<file path="src/rtl/fsp_pkg.sv">
package fsp_pkg;
  typedef enum logic [2:0] {
    CMD_NONE  = 3'd0,
    CMD_ERASE = 3'd1,
    CMD_WRITE = 3'd2,
    CMD_LOCK  = 3'd3,
    CMD_BCLR  = 3'd4
  } cmd_t;

  localparam int B_EN   = 0;
  localparam int B_ERS  = 1;
  localparam int B_WR   = 2;
  localparam int B_LCK  = 3;
  localparam int B_BCLR = 4;
  localparam int B_IEN  = 7;
endpackage

</file>
<file path="src/rtl/fsp_cmd_decode.sv">
module fsp_cmd_decode
  import fsp_pkg::*;
(
  input  logic [4:0] wbits_i,
  output cmd_t       cmd_o
);
  // fixed priority: erase > write > lock > buffer clear
  always_comb begin
    cmd_o = CMD_NONE;
    if (wbits_i[B_EN]) begin
      if (wbits_i[B_ERS])       cmd_o = CMD_ERASE;
      else if (wbits_i[B_WR])   cmd_o = CMD_WRITE;
      else if (wbits_i[B_LCK])  cmd_o = CMD_LOCK;
      else if (wbits_i[B_BCLR]) cmd_o = CMD_BCLR;
    end
  end
endmodule

</file>
<file path="src/rtl/fsp_window.sv">
module fsp_window #(
  parameter int CW = 3
) (
  input  logic          clk_i,
  input  logic          rst_ni,
  input  logic          load_i,
  input  logic [CW-1:0] len_i,
  input  logic          clear_i,
  output logic          active_o,
  output logic          expire_o
);
  logic [CW-1:0] cnt_q;

  always_ff @(posedge clk_i or negedge rst_ni) begin
    if (!rst_ni)               cnt_q <= '0;
    else if (load_i)           cnt_q <= len_i;
    else if (clear_i)          cnt_q <= '0;
    else if (cnt_q != '0)      cnt_q <= cnt_q - 1'b1;
  end

  assign active_o = (cnt_q != '0);
  assign expire_o = (cnt_q == CW'(1));

  AST_WIN_RELOAD: assert property (@(posedge clk_i) disable iff (!rst_ni)
    load_i |=> active_o) else $error("window not loaded");
endmodule

</file>
<file path="src/rtl/fsp_flash_seq.sv">
module fsp_flash_seq #(
  parameter int PG_W = 9
) (
  input  logic            clk_i,
  input  logic            rst_ni,
  input  logic            start_i,
  input  logic            op_wr_i,
  input  logic [PG_W-1:0] page_i,
  input  logic            done_i,
  output logic            busy_o,
  output logic            op_wr_o,
  output logic [PG_W-1:0] page_o,
  output logic            fin_o
);
  logic            busy_q;
  logic            op_q;
  logic [PG_W-1:0] page_q;

  assign fin_o = busy_q & done_i;

  always_ff @(posedge clk_i or negedge rst_ni) begin
    if (!rst_ni) begin
      busy_q <= 1'b0;
      op_q   <= 1'b0;
      page_q <= '0;
    end else if (fin_o) begin
      busy_q <= 1'b0;
    end else if (start_i && !busy_q) begin
      busy_q <= 1'b1;
      op_q   <= op_wr_i;
      page_q <= page_i;
    end
  end

  assign busy_o  = busy_q;
  assign op_wr_o = op_q;
  assign page_o  = page_q;

  AST_PAGE_HELD: assert property (@(posedge clk_i) disable iff (!rst_ni)
    (busy_q && $past(busy_q)) |-> ($stable(page_q) && $stable(op_q))) else $error("page moved");
endmodule

</file>
<file path="src/rtl/flash_selfprog_ctl.sv">
module flash_selfprog_ctl
  import fsp_pkg::*;
#(
  parameter int PG_W    = 9,
  parameter int SPM_WIN = 4,
  parameter int LPM_WIN = 3
) (
  input  logic            clk_i,
  input  logic            rst_ni,
  input  logic            reg_we_i,
  input  logic [7:0]      reg_wdata_i,
  output logic [7:0]      reg_rdata_o,
  input  logic            spm_strobe_i,
  input  logic            lpm_strobe_i,
  input  logic [PG_W-1:0] zpage_i,
  input  logic            zsel_i,
  input  logic            gie_i,
  input  logic            ee_busy_i,
  output logic            fl_req_o,
  output logic            fl_op_o,
  output logic [PG_W-1:0] fl_page_o,
  input  logic            fl_done_i,
  output logic            cpu_halt_o,
  output logic            buf_clr_o,
  output logic            lock_rd_o,
  output logic            fuse_sel_o,
  output logic            rdy_irq_o
);
  localparam int WMAX = (SPM_WIN > LPM_WIN) ? SPM_WIN : LPM_WIN;
  localparam int CW   = $clog2(WMAX + 1);

  logic    ien_q, en_q;
  cmd_t    cmd_q, wr_cmd;
  logic    busy, seq_fin, win_active, win_expire;
  logic    wr_ok, spm_take, lpm_take, win_load, win_clear;
  logic [CW-1:0] win_len;
  logic    unused_wbits;

  assign unused_wbits = ^reg_wdata_i[6:5];

  fsp_cmd_decode u_dec (
    .wbits_i (reg_wdata_i[4:0]),
    .cmd_o   (wr_cmd)
  );

  assign wr_ok    = reg_we_i & ~busy;
  assign spm_take = en_q & ~busy & ~reg_we_i & spm_strobe_i &
                    ((cmd_q == CMD_ERASE) | (cmd_q == CMD_WRITE));
  assign lpm_take = en_q & ~reg_we_i & lpm_strobe_i & (cmd_q == CMD_LOCK);

  always_comb begin
    case (wr_cmd)
      CMD_LOCK: win_len = CW'(LPM_WIN);
      CMD_BCLR: win_len = CW'(1);
      default:  win_len = CW'(SPM_WIN);
    endcase
  end

  assign win_load  = wr_ok & reg_wdata_i[B_EN];
  assign win_clear = spm_take | lpm_take | seq_fin | (wr_ok & ~reg_wdata_i[B_EN]);

  fsp_window #(.CW(CW)) u_win (
    .clk_i    (clk_i),
    .rst_ni   (rst_ni),
    .load_i   (win_load),
    .len_i    (win_len),
    .clear_i  (win_clear),
    .active_o (win_active),
    .expire_o (win_expire)
  );

  fsp_flash_seq #(.PG_W(PG_W)) u_seq (
    .clk_i   (clk_i),
    .rst_ni  (rst_ni),
    .start_i (spm_take),
    .op_wr_i (cmd_q == CMD_WRITE),
    .page_i  (zpage_i),
    .done_i  (fl_done_i),
    .busy_o  (busy),
    .op_wr_o (fl_op_o),
    .page_o  (fl_page_o),
    .fin_o   (seq_fin)
  );

  always_ff @(posedge clk_i or negedge rst_ni) begin
    if (!rst_ni) begin
      ien_q <= 1'b0;
      en_q  <= 1'b0;
      cmd_q <= CMD_NONE;
    end else if (seq_fin) begin
      en_q  <= 1'b0;
      cmd_q <= CMD_NONE;
    end else if (busy) begin
      // writes dropped while halted
    end else if (reg_we_i) begin
      ien_q <= reg_wdata_i[B_IEN];
      en_q  <= reg_wdata_i[B_EN];
      cmd_q <= wr_cmd;
    end else if (spm_take) begin
      // arm held until completion
    end else if (lpm_take || cmd_q == CMD_BCLR || (en_q && win_expire)) begin
      en_q  <= 1'b0;
      cmd_q <= CMD_NONE;
    end
  end

  always_comb begin
    reg_rdata_o         = '0;
    reg_rdata_o[B_IEN]  = ien_q;
    reg_rdata_o[B_BCLR] = (cmd_q == CMD_BCLR);
    reg_rdata_o[B_LCK]  = (cmd_q == CMD_LOCK);
    reg_rdata_o[B_WR]   = (cmd_q == CMD_WRITE);
    reg_rdata_o[B_ERS]  = (cmd_q == CMD_ERASE);
    reg_rdata_o[B_EN]   = en_q;
  end

  assign fl_req_o   = busy;
  assign cpu_halt_o = busy;
  assign buf_clr_o  = (cmd_q == CMD_BCLR);
  assign lock_rd_o  = lpm_take;
  assign fuse_sel_o = lpm_take & zsel_i;
  assign rdy_irq_o  = ien_q & gie_i & ~en_q & ~busy & ~ee_busy_i;

  AST_BUSY_HOLDS_EN: assert property (@(posedge clk_i) disable iff (!rst_ni)
    busy |-> en_q) else $error("busy without arm");
  AST_START_FROM_ARM: assert property (@(posedge clk_i) disable iff (!rst_ni)
    $rose(fl_req_o) |-> $past(en_q)) else $error("start without arm");
  AST_ARM_HAS_WINDOW: assert property (@(posedge clk_i) disable iff (!rst_ni)
    (en_q && !busy) |-> win_active) else $error("arm outside window");
  AST_FIN_CLEARS: assert property (@(posedge clk_i) disable iff (!rst_ni)
    seq_fin |=> (!en_q && cmd_q == CMD_NONE)) else $error("no auto clear");
  AST_LOCK_CONSUMED: assert property (@(posedge clk_i) disable iff (!rst_ni)
    lock_rd_o |=> !en_q) else $error("lock arm kept");
  AST_BCLR_PULSE: assert property (@(posedge clk_i) disable iff (!rst_ni)
    buf_clr_o |=> !buf_clr_o) else $error("clear pulse too long");
  AST_IRQ_IDLE: assert property (@(posedge clk_i) disable iff (!rst_ni)
    rdy_irq_o |-> !fl_req_o) else $error("irq during op");
endmodule

</file>
<file path="config.mk">
export PLATFORM = sky130hd
export DESIGN_NAME = flash_selfprog_ctl
export DESIGN_NICKNAME = d
export VERILOG_FILES = /design/src/rtl/fsp_pkg.sv /design/src/rtl/fsp_cmd_decode.sv /design/src/rtl/fsp_window.sv /design/src/rtl/fsp_flash_seq.sv /design/src/rtl/flash_selfprog_ctl.sv
export SDC_FILE = /design/constraint.sdc
export NUM_CORES = 1
export LEC_CHECK = 0
export BUFFER_PORTS_ARGS = -buffer_cell sky130_fd_sc_hd__buf_2
export CAP_MARGIN = 20
export CORE_ASPECT_RATIO = 1.5
export CORE_MARGIN = 5
export CORE_UTILIZATION = 49
export DETAILED_ROUTE_END_ITERATION = 12
export HOLD_SLACK_MARGIN = 0.03
export PLACE_DENSITY_LB_ADDON = 0.25
export SLEW_MARGIN = 20
export SYNTH_ARGS = -nofsm -noshare
export SYNTH_HDL_FRONTEND = slang
export SYNTH_SLANG_ARGS = --single-unit
</file>
<file path="constraint.sdc">
create_clock -name clk_i -period 4.7 [get_ports clk_i]
set_clock_uncertainty 0.2 [all_clocks]
set_input_delay 0.94 -clock clk_i [delete_from_list [all_inputs] [get_ports clk_i]]
set_output_delay 0.94 -clock clk_i [all_outputs]
set_load 0.01 [all_outputs]
</file>
[Word level (Yosys, flattened, before mapping)]
Cells that the tools add are included.
Word-level totals
  bits in registers: 19
  bits in latches: 0
  memory bits (writable): 0
  ROM bits: 0
  input port bits: 26
  output and inout port bits: 24
  logic and storage cells: 76
  memories kept: 0
Cells by class
  add/sub/neg operators: 1
  multiply operators: 0
  divide/modulo/power cells: 0
  $lt $le $gt $ge: 0
  equal/unequal tests: 9
  shift-type cells: 0
  muxes and demuxes: 21
  bitwise gates (word level): 26
  reductions and logical operators: 12
Operators with widths (number)
  $mux 3: 13
  $and 1x1->1: 16
  $eq 3x2->1 const B: 3
  $reduce_bool 3->1: 3
  $mux 1: 7
  $eq 3x1->1 const B: 2
  $eq 3x3->1 const B: 2
  $not 1->1: 6
  $pmux 3 s2: 1
  $reduce_and 3->1: 2
  $or 1x1->1: 4
  $ne 3x3->1 const B: 1
  $sub 3x1->3 const B: 1
  $logic_and 1x1->1: 2
  $logic_or 1x1->1: 2
  $ne 2x2->1 const B: 1
  $reduce_and 2->1: 1
  $reduce_bool 2->1: 1
  $logic_not 1->1: 1

[Logic depth before layout (Yosys ltp)]
Gate-level depths: netlist (run 1).
  word-level depth: 11
  mapped depth: 6
  depth with buffers taken out: 6

[Cells and area by module]
Synthesis (run 1) repeated with hierarchy kept, for this count alone.
Second synthesis, totals
  cell total of the unflattened synthesis: 100
  area total of the unflattened synthesis: 1127.3 um^2
Modules (own cells, without submodules)
  fsp_flash_seq: times used 1, cells each 26, area each 460.4 um^2, seq. area each 275.3 um^2
  flash_selfprog_ctl: times used 1, cells each 51, area each 427.9 um^2, seq. area each 125.1 um^2
  fsp_window: times used 1, cells each 18, area each 203.9 um^2, seq. area each 75.1 um^2
  fsp_cmd_decode: times used 1, cells each 5, area each 35.0 um^2, seq. area each 0.0 um^2

[Worst setup path before layout (run 1)]
OpenSTA, ideal clock, no wires.
  path type: input port to output port
  start point: input reg_we_i
  end point: output fuse_sel_o
  arrival time: 1.519 ns
  required time: 3.560 ns
  path slack: 2.041 ns
  stages on the path: 3
  buffers on the path: 0
  cells stage by stage: nand4b_1 inv_1 and2_1
Between the ends
  longest elaborated chain between the ends: 5
RTL lines
  start, declared: line flash_selfprog_ctl.sv:10  | input logic reg_we_i,
  $not 1->1: line flash_selfprog_ctl.sv:49  | assign lpm_take = en_q & ~reg_we_i & lpm_strobe_i & (cmd_q == CMD_LOCK);
  $and 1x1->1 (3 in series): line flash_selfprog_ctl.sv:49
  named net lock_rd_o: line flash_selfprog_ctl.sv:25  | output logic lock_rd_o,
  $and 1x1->1: line flash_selfprog_ctl.sv:121  | assign fuse_sel_o = lpm_take & zsel_i;
  end, declared: line flash_selfprog_ctl.sv:26  | output logic fuse_sel_o,
The timed path passes the listed nets, and every way through them passes these cells.

[Worst setup path after layout (run 1)]
  start point: input reg_we_i
  end point: output fuse_sel_o
Between the ends
  longest elaborated chain between the ends: 5
RTL lines (line)
  $not 1->1: flash_selfprog_ctl.sv:49
  $and 1x1->1 (3 in series): flash_selfprog_ctl.sv:49
  $and 1x1->1: flash_selfprog_ctl.sv:121
No other way between the ends.

==> results of run 1 <==
## routing by layer
metal | track usage, % | vias to the layer above
met5 | 0 | -
met4 | 9.689 | 0
met3 | 6.402 | 6
met2 | 28.59 | 40
met1 | 13.60 | 422
li1 | - | 433
## cells by family after synthesis
logic type	share of synthesized area, %
buffers and inverters	8.353
other	0.3477
AND/OR/NAND/NOR	17.40
adder cells (fa/ha/maj)	3.481
flip-flops	44.08
AO/OA/AOI/OAI	11.95
multiplexers	13.57
XOR/XNOR	0.8122
## path summary, 6_finish.rpt
check,start,end,slack (ns),cells past startpoint
max,reg_we_i,fuse_sel_o,1.84,5
max reg2reg,u_seq.busy_o,u_win.cnt_q[0],2.49,4
min reg2reg,u_seq.page_o[3],u_seq.page_o[3],0.31,1
max in group asynchronous,rst_ni,u_seq.page_o[0],3.66,1
min in group asynchronous,rst_ni,u_seq.page_o[6],0.36,1
min,u_seq.page_o[3],u_seq.page_o[3],0.31,1
## final cells by class
| type | count | area [µm²] |
|---|---|---|
| fill | 181 | 778.2 |
| multi-input combinational | 67 | 516.7 |
| sequential | 19 | 475.5 |
| timing repair buffer | 45 | 225.2 |
| tap | 22 | 27.53 |
| inverter | 7 | 26.28 |
| clock buffer | 3 | 22.52 |
| clock inverter | 1 | 5.005 |
## registers in the layout, summed over array words and instances, names as in the netlist
register / count
cmd_q: 3
u_seq.op_wr_o: 1
en_q: 1
ien_q: 1
u_win.cnt_q: 3
u_seq.page_o: 9
u_seq.busy_o: 1
## power breakdown
part           switching (W)  internal [W]  leakage [nW]
registers          0.0000407      0.000223         0.239
logic               0.000116      0.000136         0.466
clock network      0.0000514     0.0000316        0.0177
## through the flow
step           std cells  hold WS [ns]  util (%)  area (µm²)  worst slack [ns]
3_5_place_dp         160        0.2887     61.20        1271             1.829
4_1_cts              164        0.3147     62.53        1299             1.826
3_3_place_gp         160        0.2830     61.20        1271             1.863
6_report             164        0.3112     62.53        1299             1.835
5_1_grt              164        0.3308     62.53        1299             1.777
2_1_floorplan        101        0.3046         -        1082             2.041
## critical path, cell delays in order
cell and delay (ns):
buf_2 0.12, nand4b_1 0.30, inv_1 0.12, and2_1 0.12
buf_2 0.12
## placed cells by master, fill, tap and decap left out, drive strengths merged, types with 3 or more instances in the layout
| cell | instances |
|---|---|
| dfrtp | 19 |
| mux2 | 11 |
| nor3b | 3 |
| nor2b | 3 |
| nand4 | 4 |
| a21oi | 6 |
| clkbuf | 3 |
| buf | 45 |
| nand2 | 6 |
| ha | 3 |
| inv | 7 |
| nor2 | 3 |
| o21ai | 5 |
==> out/metrics.cfg, run 1 <==
[routing]
vias = 901
wl_um = 2377
dr.pass1.iters = 4
drt-met1-wl_um = 829
viasPerCell = 5.494
wl_met2_um = 1263
wl_met3_um = 234
routedWlPerCell_um = 14.49
highest_layer = met4
route.detailed.drc = 0
drtIter0Drc = 13
detail-route-antenna-nets = 0

[worst_setup_path]
required_ns = 3.56
crit_arrival_ns = 1.72
cp-start-kind = primary input
path_max_fanout = 6
crit_type = primary input to output pin
critPathCaptureType = output pin

[clock_tree]
cts-root-buf = clkbuf_4
cts_resized = 0
clock_latency_ns = 0.29
cts_max_path_buffers = 2
h-tree-depth = 1
cts.clk_slew.worst_paths_ns = 0.11
cts_sinks = 19
cts_hold_buf = 0
postCtsSetupRepairBufs = 0
tritoncts = yes
numCtsBuffers = 3

[floorplanning]
floorplan.initialDensity_pct = 51.93
die_w_um = 48.31
row_count = 20
die_height_um = 67.46
io_pins = 50
coreArea_um2 = 2077
die-area_um2 = 3259

[yosys]
ys_async_sr_fraction_pct = 100.0
syn_area_um2 = 1079
netlist_top_cells_count = dfrtp_1, buf_4, inv_1
yosysWarnings = 0
yosys.area.top_type = dfrtp_1
postSynthCellCount = 100
ys_ff_latch = 19
ys.flop_type = dfrtp_1
synth_area_per_cell_um2 = 10.79
synth_edf_count = 0
synth.area.top_cells = dfrtp_1, mux2_4, mux2_2, buf_4, ha_1
synthMostInstantiatedCell = dfrtp_1
synth_seq_area_share_pct = 44.08
synthDistinctLibCells = 35
yosysTopAreaCellShare_pct = 44.08

[place]
hpwlAfterDp_um = 1911
gp_congestion = 0.7838
io_buffers = 45

[power_and_ir_drop]
leakage_nw = 0.7233
p_per_area_nw_per_um2 = 460.6
peakVddDrop_v = 0.0002884
finalPower_w = 0.0005983

[min_path]
hp-class = flip-flop to flip-flop

[global_routing]
overflow = 0
antenna_found_initial = 0
grt_use_total_pct = 15.47
grt_max_degree = 20
grt_pass1_vias = 957
grt_pass1_wl_um = 3974

[sta]
tightestPinTransition_ns = 0.5614
slew_headroom_pct = 62.49
final-max-slew-violation-count = 0
fmax_ghz = 0.3491
finalHoldViolCount = 0
fin_crit_ns = 2.865
final.setup.tns_ns = 0
finalSetupViolCount = 0
rsz0062_at_grt = no
fin_crit_sh_pct = 60.95

[cells_and_area]
nets = 172
final_layout_size_suffix_gt1_share_pct = 45.07
area_growth_pct = 20.42
diodes = 0

[outcome]
outcome = finished clean

[flow_run]
cap_violations = 0

No activity file was read; power rests on OpenSTA's default activity.
==> run 2, diff against run 1 <==
--- a/config.mk
+++ b/config.mk
@@ -5,11 +5,12 @@
 export SDC_FILE = /design/constraint.sdc
 export NUM_CORES = 1
 export LEC_CHECK = 0
+export ABC_AREA = 1
 export BUFFER_PORTS_ARGS = -buffer_cell sky130_fd_sc_hd__buf_2
 export CAP_MARGIN = 20
 export CORE_ASPECT_RATIO = 1.5
 export CORE_MARGIN = 5
-export CORE_UTILIZATION = 49
+export CORE_UTILIZATION = 47
 export DETAILED_ROUTE_END_ITERATION = 12
 export HOLD_SLACK_MARGIN = 0.03
 export PLACE_DENSITY_LB_ADDON = 0.25
==> constraint.sdc (replaced) <==
create_clock -name clk_i -period 2.9 [get_ports clk_i]
set_clock_uncertainty 0.2 [all_clocks]
set_input_delay 0.58 -clock clk_i [delete_from_list [all_inputs] [get_ports clk_i]]
set_output_delay 0.58 -clock clk_i [all_outputs]
set_load 0.01 [all_outputs]
==> run 2 against run 1 <==
Compared with the run above:
- first-iteration DRC count increased by 46%
- critical path type is now flip-flop to output pin
- synthesized cell count up 42%
- critical path depth fell by 1
- register-to-register slack got worse by 1.5 ns
- sequential cell count unchanged
- area after synthesis rose by 14%
- critical endpoint unchanged
- non-clock buffer count grew 1
==> out/metrics.cfg, run 2 <==
[cells_and_area]
largest_register_ffs = 9
layout_commonest_cell = buf_2
final_layout_size_suffix_gt1_share_pct = 42.70
multiInputGateArea_um2 = 618.1
mostFrequentLayoutCells = buf_2, nand2_1, nand3_1, dfrtp_1, inv_1
area_growth_pct = 18.16
diodes = 0
seqCellArea_um2 = 475.5
fill_cells = 258
nets = 215

[global_routing]
grt_pass1_wl_um = 4429
grt_use_total_pct = 15.42
overflow = 0
antenna_found_initial = 0
grt_pass1_vias = 1045
grt_max_degree = 20

[yosys]
synth.area.top_cells = dfrtp_1, nand2_4, nand2_1, nand3_1, nand2_2
syn_area_um2 = 1226
ys_ff_latch = 19
yosysWarnings = 0
synth_edf_count = 0
ys_async_sr_fraction_pct = 100.0
netlist_top_cells_count = nand2_1, dfrtp_1, nand3_1, inv_1, nand2_2
ys.flop_type = dfrtp_1
postSynthCellCount = 142
synthMostInstantiatedCell = nand2_1
synth_seq_area_share_pct = 38.78
synth_area_per_cell_um2 = 8.635
yosysTopAreaCellShare_pct = 38.78
yosys.area.top_type = dfrtp_1
synthDistinctLibCells = 25

[worst_setup_path]
cp-start-kind = flip-flop
critPathCaptureType = output pin
reg2reg_to = u_win.cnt_q[0]
path_cells = inv_1 -> nand3_1 -> nor3b_1 -> buf_2
crit_slowest_cell = dfrtp_1
required_ns = 2.12
critical_path_buf_inv_count = 2
r2r_start = u_seq.busy_o
reg2reg_depth = 6
cpPeakStageDelay_ns = 0.41
path_max_fanout = 3
path_delay_family = flip-flops
crit_arrival_ns = 1.34
r2r_slack_ns = 1.00
crit_type = flip-flop to output pin

[power_and_ir_drop]
leakage_nw = 0.8420
p_per_area_nw_per_um2 = 800.6
peakVddDrop_v = 0.0004400

[clock_tree]
h-tree-depth = 1
cts.clk_slew.worst_paths_ns = 0.11
cts_max_path_buffers = 2
tritoncts = yes
clock_latency_ns = 0.29
cts_sinks = 19
numCtsBuffers = 3
cts-root-buf = clkbuf_4

[flow_run]
cap_violations = 0

[floorplanning]
die_height_um = 72.56
io_pins = 50
die_w_um = 51.71
row_count = 22
floorplan.initialDensity_pct = 49.49
coreArea_um2 = 2477
die-area_um2 = 3751

[sta]
final.setup.tns_ns = 0
rsz0062_at_grt = no
fin_ws_ns = 0.7785
finalSetupViolCount = 0
finalHoldViolCount = 0
fin_crit_sh_pct = 73.16
fin_crit_ns = 2.122
final-max-slew-violation-count = 0
fmax_ghz = 0.4714
hold_ws_ns = 0.3165

[place]
gp_congestion = 0.8293
io_buffers = 45
hpwlAfterDp_um = 2152
dp_slack_ns = 0.7518

[min_path]
whs_path_depth = 2
whs_endpoint = u_seq.page_o[6]
hp-class = flip-flop to flip-flop
min_from = u_seq.page_o[6]

[routing]
routedWlPerCell_um = 12.42
detail-route-antenna-nets = 0
dr.pass1.iters = 4
vias = 1035
drtIter0Drc = 19
viasPerCell = 4.952
route.detailed.drc = 0
wl_um = 2596

[outcome]
outcome = finished clean

## run 2: final cells by class
cell class | count | area share [%]
multi-input combinational | 99 | 42.66
sequential | 19 | 32.82
timing repair buffer | 46 | 16.23
inverter | 17 | 4.404
tap | 24 | 2.073
clock buffer | 4 | 1.813
## run 2: per-layer routing
layer / global-route usage, % / vias to the layer above / part of all wire (%)
li1: - / 526 / -
met1: 17.10 / 474 / 40
met2: 28.33 / 30 / 52
met3: 2.669 / 5 / 6.2
met4: 6.122 / 0 / 1.5
met5: 0 / - / 0
## run 2: cells by family (layout without fill, tap and decap cells)
family / count (synthesis) / after routing / synth area share (%)
simple gates: 89 / 89 / 42.14
buf+inv: 25 / 67 / 11.12
flops: 19 / 19 / 38.78
fa+ha+maj: 3 / 3 / 3.062
compound gates: 3 / 3 / 2.959
other cells: 1 / 2 / 0.3058
xor+xnor: 1 / 1 / 0.7144
mux: 1 / 1 / 0.9183
## run 2: worst max path at each step
| stage | slack (ns) | depth (start not counted) | to | start |
|---|---|---|---|---|
| 2_1_floorplan | 1.11 | 3 | fuse_sel_o | reg_we_i |
| 3_3_place_gp | 0.78 | 7 | u_win.cnt_q[1] | reg_we_i |
| 3_5_place_dp | 0.75 | 7 | u_win.cnt_q[0] | reg_we_i |
| 4_1_cts | 0.76 | 4 | fuse_sel_o | cmd_q[2] |
| 5_1_grt | 0.65 | 4 | fuse_sel_o | cmd_q[2] |
| 6_report | 0.78 | 4 | fuse_sel_o | cmd_q[2] |
## run 2: per-stage QoR
step / cells / total power, W / cell area, µm² / utilization, %
final: 209 / 0.001160 / 1449 / 58.48
after global routing: 209 / 0.001274 / 1449 / 58.48
after CTS: 209 / 0.001182 / 1449 / 58.48
after detailed placement: 204 / 0.001045 / 1413 / 57.02
after global placement: 204 / 0.001016 / 1413 / 57.02
after floorplan: 143 / 0.0008892 / 1230 / -
## run 2: what timing repair did
action / in CTS / in global routing
resized for setup: 0 / 0
endpoints found under the hold margin: 19 / 0
buffers inserted: 0 / 0
hold buffers: 1 / 0
## run 2: power by group
part	switching, W	total, W	internal [W]
clock	0.0000797	0.000133	0.0000536
sequential	0.000107	0.000473	0.000366
combinational	0.000316	0.000553	0.000237
total	0.000503	0.00116	0.000657
## run 2: worst register-to-register path: cells and delay by family (launching register included)
family | cells | cell delay [ns]
flip-flops | 1 | 0.49
AND/OR/NAND/NOR | 6 | 1.11
